[src/rtl/ea_pkg.sv]
package ea_pkg;
  localparam int ADDR_W   = 32;
  localparam int EXT_W    = 16;
  localparam int REG_CNT  = 8;
  localparam int REG_IDXW = $clog2(REG_CNT);
  localparam int STEP_B   = 2;
  localparam int OPND_CNT = 2;

  typedef enum logic {MODE_DISP16 = 1'b0, MODE_INDEXED = 1'b1} ea_mode_e;

  // Upper control bits of the compact extension word (bits 15:11).
  typedef struct packed {
    logic                use_areg;
    logic [REG_IDXW-1:0] reg_num;
    logic                long_idx;
  } brief_ctl_t;

  function automatic logic [ADDR_W-1:0] sx16(input logic [15:0] v);
    return {{(ADDR_W-16){v[15]}}, v};
  endfunction

  function automatic logic [ADDR_W-1:0] sx8(input logic [7:0] v);
    return {{(ADDR_W-8){v[7]}}, v};
  endfunction

  function automatic logic [ADDR_W-1:0] size_index(input logic [ADDR_W-1:0] r, input logic whole);
    return whole ? r : sx16(r[15:0]);
  endfunction
endpackage

[src/rtl/ea_index_sel.sv]
module ea_index_sel
  import ea_pkg::*;
(
  input  brief_ctl_t                  ctl,
  input  logic [REG_CNT*ADDR_W-1:0]   dbank,
  input  logic [REG_CNT*ADDR_W-1:0]   abank,
  output logic [ADDR_W-1:0]           index_val
);
  logic [ADDR_W-1:0] dreg [REG_CNT];
  logic [ADDR_W-1:0] areg [REG_CNT];

  for (genvar i = 0; i < REG_CNT; i++) begin : g_unpack
    assign dreg[i] = dbank[i*ADDR_W +: ADDR_W];
    assign areg[i] = abank[i*ADDR_W +: ADDR_W];
  end

  logic [ADDR_W-1:0] raw;
  always_comb begin
    raw       = ctl.use_areg ? areg[ctl.reg_num] : dreg[ctl.reg_num];
    index_val = size_index(raw, ctl.long_idx);
  end
endmodule

[src/rtl/ea_adder.sv]
module ea_adder
  import ea_pkg::*;
(
  input  ea_mode_e          mode,
  input  logic [ADDR_W-1:0] base,
  input  logic [EXT_W-1:0]  ext,
  input  logic [ADDR_W-1:0] index_val,
  output logic [ADDR_W-1:0] sum
);
  always_comb begin
    if (mode == MODE_DISP16) sum = base + sx16(ext);
    else                     sum = base + sx8(ext[7:0]) + index_val;
  end
endmodule

[src/rtl/idx_ea_unit.sv]
module idx_ea_unit
  import ea_pkg::*;
(
  input  logic                        clk,
  input  logic                        rst_n,
  input  logic                        req_valid,
  input  logic                        req_mode,
  input  logic [1:0]                  req_sel,
  input  logic [ADDR_W-1:0]           src_base,
  input  logic [ADDR_W-1:0]           dst_base,
  input  logic [EXT_W-1:0]            pf_upper,
  input  logic [EXT_W-1:0]            pf_lower,
  input  logic [REG_CNT*ADDR_W-1:0]   dreg_bank,
  input  logic [REG_CNT*ADDR_W-1:0]   areg_bank,
  input  logic                        step_src,
  input  logic                        step_dst,
  output logic [ADDR_W-1:0]           ea_src,
  output logic [ADDR_W-1:0]           ea_dst,
  output logic                        calc_ready
);
  localparam logic [ADDR_W-1:0] STEP_V = ADDR_W'(STEP_B);

  ea_mode_e mode;
  assign mode = ea_mode_e'(req_mode);

  logic              dual;
  logic [1:0]        load_ea;
  logic [1:0]        step_ea;
  logic [ADDR_W-1:0] ea_q    [OPND_CNT];
  logic [ADDR_W-1:0] ea_next [OPND_CNT];
  logic [ADDR_W-1:0] base_v  [OPND_CNT];
  logic [EXT_W-1:0]  ext_v   [OPND_CNT];
  logic [ADDR_W-1:0] idx_v   [OPND_CNT];

  assign dual    = (req_sel == 2'b11);
  assign load_ea = {2{req_valid}} & req_sel;
  assign step_ea = {step_dst, step_src};
  assign base_v[0] = src_base;
  assign base_v[1] = dst_base;
  assign ext_v[0]  = dual ? pf_upper : pf_lower;
  assign ext_v[1]  = pf_lower;

  for (genvar g = 0; g < OPND_CNT; g++) begin : g_opnd
    brief_ctl_t ctl;
    assign ctl = brief_ctl_t'(ext_v[g][15:11]);

    ea_index_sel u_idx (
      .ctl       (ctl),
      .dbank     (dreg_bank),
      .abank     (areg_bank),
      .index_val (idx_v[g])
    );

    ea_adder u_add (
      .mode      (mode),
      .base      (base_v[g]),
      .ext       (ext_v[g]),
      .index_val (idx_v[g]),
      .sum       (ea_next[g])
    );

    always_ff @(posedge clk) begin
      if (!rst_n)          ea_q[g] <= '0;
      else if (load_ea[g]) ea_q[g] <= ea_next[g];
      else if (step_ea[g]) ea_q[g] <= ea_q[g] + STEP_V;
    end
  end

  always_ff @(posedge clk) begin
    if (!rst_n) calc_ready <= 1'b0;
    else        calc_ready <= req_valid;
  end

  assign ea_src = ea_q[0];
  assign ea_dst = ea_q[1];
endmodule

[config.mk]
export PLATFORM = sky130hd
export DESIGN_NAME = idx_ea_unit
export DESIGN_NICKNAME = d
export VERILOG_FILES = /design/src/rtl/ea_pkg.sv /design/src/rtl/ea_index_sel.sv /design/src/rtl/ea_adder.sv /design/src/rtl/idx_ea_unit.sv
export SDC_FILE = /design/constraint.sdc
export NUM_CORES = 1
export LEC_CHECK = 0
export BUFFER_PORTS_ARGS = -buffer_cell sky130_fd_sc_hd__buf_2
export CAP_MARGIN = 10
export CORE_AREA = 2 2 266 268
export CTS_CLUSTER_SIZE = 25
export DETAILED_ROUTE_END_ITERATION = 10
export DIE_AREA = 0 0 268 270
export PLACE_DENSITY = 0.53
export SLEW_MARGIN = 0
export SYNTH_ARGS = -nofsm -noshare
export SYNTH_HDL_FRONTEND = slang
export SYNTH_SLANG_ARGS = --single-unit
[constraint.sdc]
create_clock -name clk -period 7.18 [get_ports clk]
set_input_delay 1.436 -clock clk [delete_from_list [all_inputs] [get_ports clk]]
set_output_delay 1.436 -clock clk [all_outputs]
set_load 0.01 [all_outputs]
==> run summary <==
====================================================================================
Async SR Flop Fraction ................................................           0%
Maximum clock skew at final layout ....................................      6.02 ps
Via/cell ratio ........................................................         5.68
Maximum number of pins on one net before global-route repair ..........           80
Highest-count cells in the layout ignoring fill and taps .............. 677 x sky130_fd_sc_hd__buf_2, 629 x sky130_fd_sc_hd__nand2_1, 196 x sky130_fd_sc_hd__a21oi_1
Highest cell delay on the worst timing path ...........................       530 ps
Die Outline Area ......................................................    72400 um2
Starting Density ......................................................        29.6%
Clock sinks ...........................................................           65
Max transition margin .................................................        34.9%
Antenna violations before repair ......................................           60
DRT Pass-1 Iters ......................................................            5
Die X-Extent ..........................................................       268 um
EDFF count, synth .....................................................           64
Clk Latency, worst-skew pair ..........................................       340 ps
Detailed-route wire length per cell ...................................      24.9 um
Number of buffers inserted for hold repair after clock tree synthesis .            0
Power density relative to cell area ...................................   163 nW/um2
Worst setup path category .............................................       in2reg
Number of nets in the layout ..........................................         4071
Routed WL .............................................................       106 mm
Core region area ......................................................    69500 um2
Routability Congestion ................................................         1.02
Buffers on Ports ......................................................          680
PnR Total Power .......................................................    0.00422 W
Crit path required time ...............................................      7260 ps
Launching element of the worst setup path .............................   req_sel[0]
Average footprint of a synthesized cell ...............................     7.76 um2
Post-synthesis instance area ..........................................    20600 um2
Predominant post-synthesis flop cell .................................. sky130_fd_sc_hd__edfxtp_1
Vias in the first global route ........................................        23335
Floorplan row count ...................................................           97
Maximum fanout encountered on the critical timing path ................           57
Setup bufs post-CTS ...................................................            0
Critical-path top delay cell .......................................... sky130_fd_sc_hd__fa_1
Number of maximum-capacitance constraint violations ...................            0
Max-slew violations ...................................................            0
Number of top-level design ports ......................................          681
Setup repair after global routing missed its margin ...................           no
Endpoints failing setup ...............................................            0
Commonest non-fill, non-tap cell in the layout ........................ sky130_fd_sc_hd__buf_2
Share of the core filled with cells in the final layout ...............        37.3%
Timing endpoint of the critical path .................................. ea_q[0][23]$_DFFE_PP_
Remaining DRCs ........................................................            0
Count of vias placed by the detailed router ...........................        24151
Global-route wire length before repair ................................       153 mm
Type of element launching the critical path ........................... primary input
Number of instances in the synthesized netlist ........................         2650
Maximum clock frequency ...............................................    0.149 GHz
R2r setup slk .........................................................      4050 ps
Share of synthesized area occupied by flip-flops and latches ..........        9.44%
HPWL after DPL ........................................................      89.7 mm
Vertical die dimension ................................................       270 um
Tightest Hold Check Type ..............................................      reg2reg
ANT nets after route ..................................................            0
Worst ir drop on vdd ..................................................     0.118 mV
Layout overhead on the synthesized area ...............................        25.9%
Number of buffers created by CTS ......................................            9
TritonCTS clock tree ..................................................          yes
Clock transition at the registers of the reported paths ...............        50 ps
Number of levels the H-tree was split into ............................            3
Final clock period utilization by the worst path ......................        93.4%
Number of hold violations in the final report .........................            0
Min cycle time layout .................................................      6700 ps
Remaining global-route overflow .......................................            0
Outcome ............................................................... complete, no violations
Clock tree buffer depth ...............................................            2
Slew @ Worst Pin ......................................................       976 ps
Number of cell instances on the worst register-to-register path .......           10
Total routing usage reported by global routing ........................        28.3%
Total routed wire length on the met1 layer ............................      44.8 mm
#FFs+latches synth ....................................................           65
Fraction of layout cells with a size suffix above 1 ...................        30.3%
Worst endpoint data arrival time ......................................      6780 ps
Clock root buffer ..................................................... sky130_fd_sc_hd__clkbuf_16
Yosys synthesis warning count .........................................            0
Capturing point of the worst reg2reg path ............................. ea_q[1][31]$_SDFFCE_PN0P_
List of cells traversed by the critical path .......................... buf_2 -> nand2_2 -> mux2i_4 -> buf_12 -> buf_12 -> nand2_1 -> and3_1 -> a311oi_1 -> o31ai_1 -> fa_1 -> inv_1 -> ha_1 -> o21ai_0 -> a21boi_0 -> o21ai_0 -> o21ai_0 -> buf_4 -> a21o_1 -> a21o_1 -> a21o_1 -> a31o_2 -> mux2i_1 -> o211ai_1
DR iter-0 viols .......................................................         2167
Net Count, Synth ......................................................         3456
Top routing layer used ................................................         met5
Routed wl met3 ........................................................      10.2 mm
DR WL met2 ............................................................      47.7 mm
Type of element capturing the critical path ...........................     register
Distinct cells, synth .................................................           80
Leakage power .........................................................      11.8 nW
Reg2reg start ......................................................... ea_q[1][1]$_SDFFCE_PN0P_
TNS Setup .............................................................         0 ps
Post-CTS sizing .......................................................            0
====================================================================================
-- cell type report --
type | instances | area, um2
antenna | 43 | 108
multi-input combinational | 2274 | 17500
tap | 940 | 1180
timing repair buffer | 778 | 4370
clock inverter | 7 | 61.3
sequential | 65 | 1940
inverter | 137 | 524
clock buffer | 9 | 225
fill | 7466 | 43600
-- critical path: cells and delay by family --
family          cells  cell delay, ps
buf+inv             5             870
fa+ha+maj           2             810
simple gates        3             470
mux                 2             660
compound gates     11            2460
-- kinds of logic (layout without fill, tap and decap cells) --
kind of cell | Yosys count | count (layout) | share of synthesized area [%]
muxes | 200 | 200 | 19.7
DFF | 65 | 65 | 9.44
AOI/OAI and AO/OA | 694 | 694 | 22.1
adders and majority gates | 190 | 190 | 14.0
other | 0 | 43 | 0
xor gates and xnor gates | 162 | 162 | 6.90
buffers and inverters | 311 | 931 | 5.75
and+or+nand+nor | 1028 | 1028 | 22.2
-- worst min-delay path by stage --
stage	from	endpoint	depth (start not counted)
floorplan	ea_q[1][1]$_SDFFCE_PN0P_	ea_q[1][1]$_SDFFCE_PN0P_	1
global placement	ea_q[0][7]$_DFFE_PP_	ea_q[0][7]$_DFFE_PP_	2
detailed placement	ea_q[0][7]$_DFFE_PP_	ea_q[0][7]$_DFFE_PP_	2
CTS	ea_q[0][25]$_DFFE_PP_	ea_q[0][25]$_DFFE_PP_	2
global route	ea_q[0][7]$_DFFE_PP_	ea_q[0][7]$_DFFE_PP_	2
finish	ea_q[0][25]$_DFFE_PP_	ea_q[0][25]$_DFFE_PP_	2
-- report_power, final --
part / internal, W / switching, W
combinational: 0.00139 / 0.00184
clock: 0.000264 / 0.000169
sequential: 0.000491 / 0.0000668
-- per-stage QoR --
stage                     setup slack (ps)  instances  hold WS (ps)  cell area (um2)
final                                  476       4253           712            25900
after global routing                  20.8       4240           721            25900
after CTS                              501       4210           703            25800
after detailed placement               157       4194           693            25500
after global placement                 171       4194           683            25500
after floorplan                        556       2650           689            20600
-- Yosys cell counts, types with 9 or more instances --
cell type / number / share of area (%)
sky130_fd_sc_hd__nand2b_1: 16 / 0.49
sky130_fd_sc_hd__and3_1: 141 / 4.3
sky130_fd_sc_hd__o21bai_1: 9 / 0.33
sky130_fd_sc_hd__nor2_1: 99 / 1.8
sky130_fd_sc_hd__a31oi_1: 62 / 1.9
sky130_fd_sc_hd__mux4_2: 161 / 18
sky130_fd_sc_hd__fa_1: 66 / 6.4
sky130_fd_sc_hd__o211ai_1: 16 / 0.58
sky130_fd_sc_hd__ha_1: 124 / 7.5
sky130_fd_sc_hd__o21a_1: 20 / 0.73
sky130_fd_sc_hd__buf_1: 19 / 0.35
sky130_fd_sc_hd__inv_1: 135 / 2.5
sky130_fd_sc_hd__nor3_1: 21 / 0.51
sky130_fd_sc_hd__o21ai_0: 110 / 2.7
sky130_fd_sc_hd__nand3_1: 41 / 1.0
sky130_fd_sc_hd__xor2_1: 67 / 2.9
sky130_fd_sc_hd__a21oi_1: 197 / 4.8
sky130_fd_sc_hd__clkbuf_1: 144 / 2.6
sky130_fd_sc_hd__a22oi_1: 10 / 0.36
sky130_fd_sc_hd__buf_2: 9 / 0.22
sky130_fd_sc_hd__mux2_2: 11 / 0.60
sky130_fd_sc_hd__o22ai_1: 24 / 0.73
sky130_fd_sc_hd__and2_1: 9 / 0.27
sky130_fd_sc_hd__a21o_1: 47 / 1.7
sky130_fd_sc_hd__xnor2_1: 95 / 4.0
sky130_fd_sc_hd__a311oi_1: 76 / 3.2
sky130_fd_sc_hd__nand2_1: 629 / 11
sky130_fd_sc_hd__edfxtp_1: 64 / 9.3
sky130_fd_sc_hd__a211oi_1: 49 / 1.8
sky130_fd_sc_hd__mux2i_1: 26 / 1.3
sky130_fd_sc_hd__nand4_1: 24 / 0.73
sky130_fd_sc_hd__nor2b_1: 18 / 0.55
sky130_fd_sc_hd__o31ai_1: 18 / 0.66
-- per-layer routing --
layer | GRT usage (%) | up-vias
met4 | 7.73 | 12
met1 | 39.5 | 11625
li1 | - | 11090
met3 | 4.91 | 178
met2 | 44.7 | 1246
met5 | 0 | -
-- state kept, by name, indices dropped and copies added, names as in the netlist --
signal and cells:
calc_ready 1, ea_q 64
(Power assumes the default switching activity.)
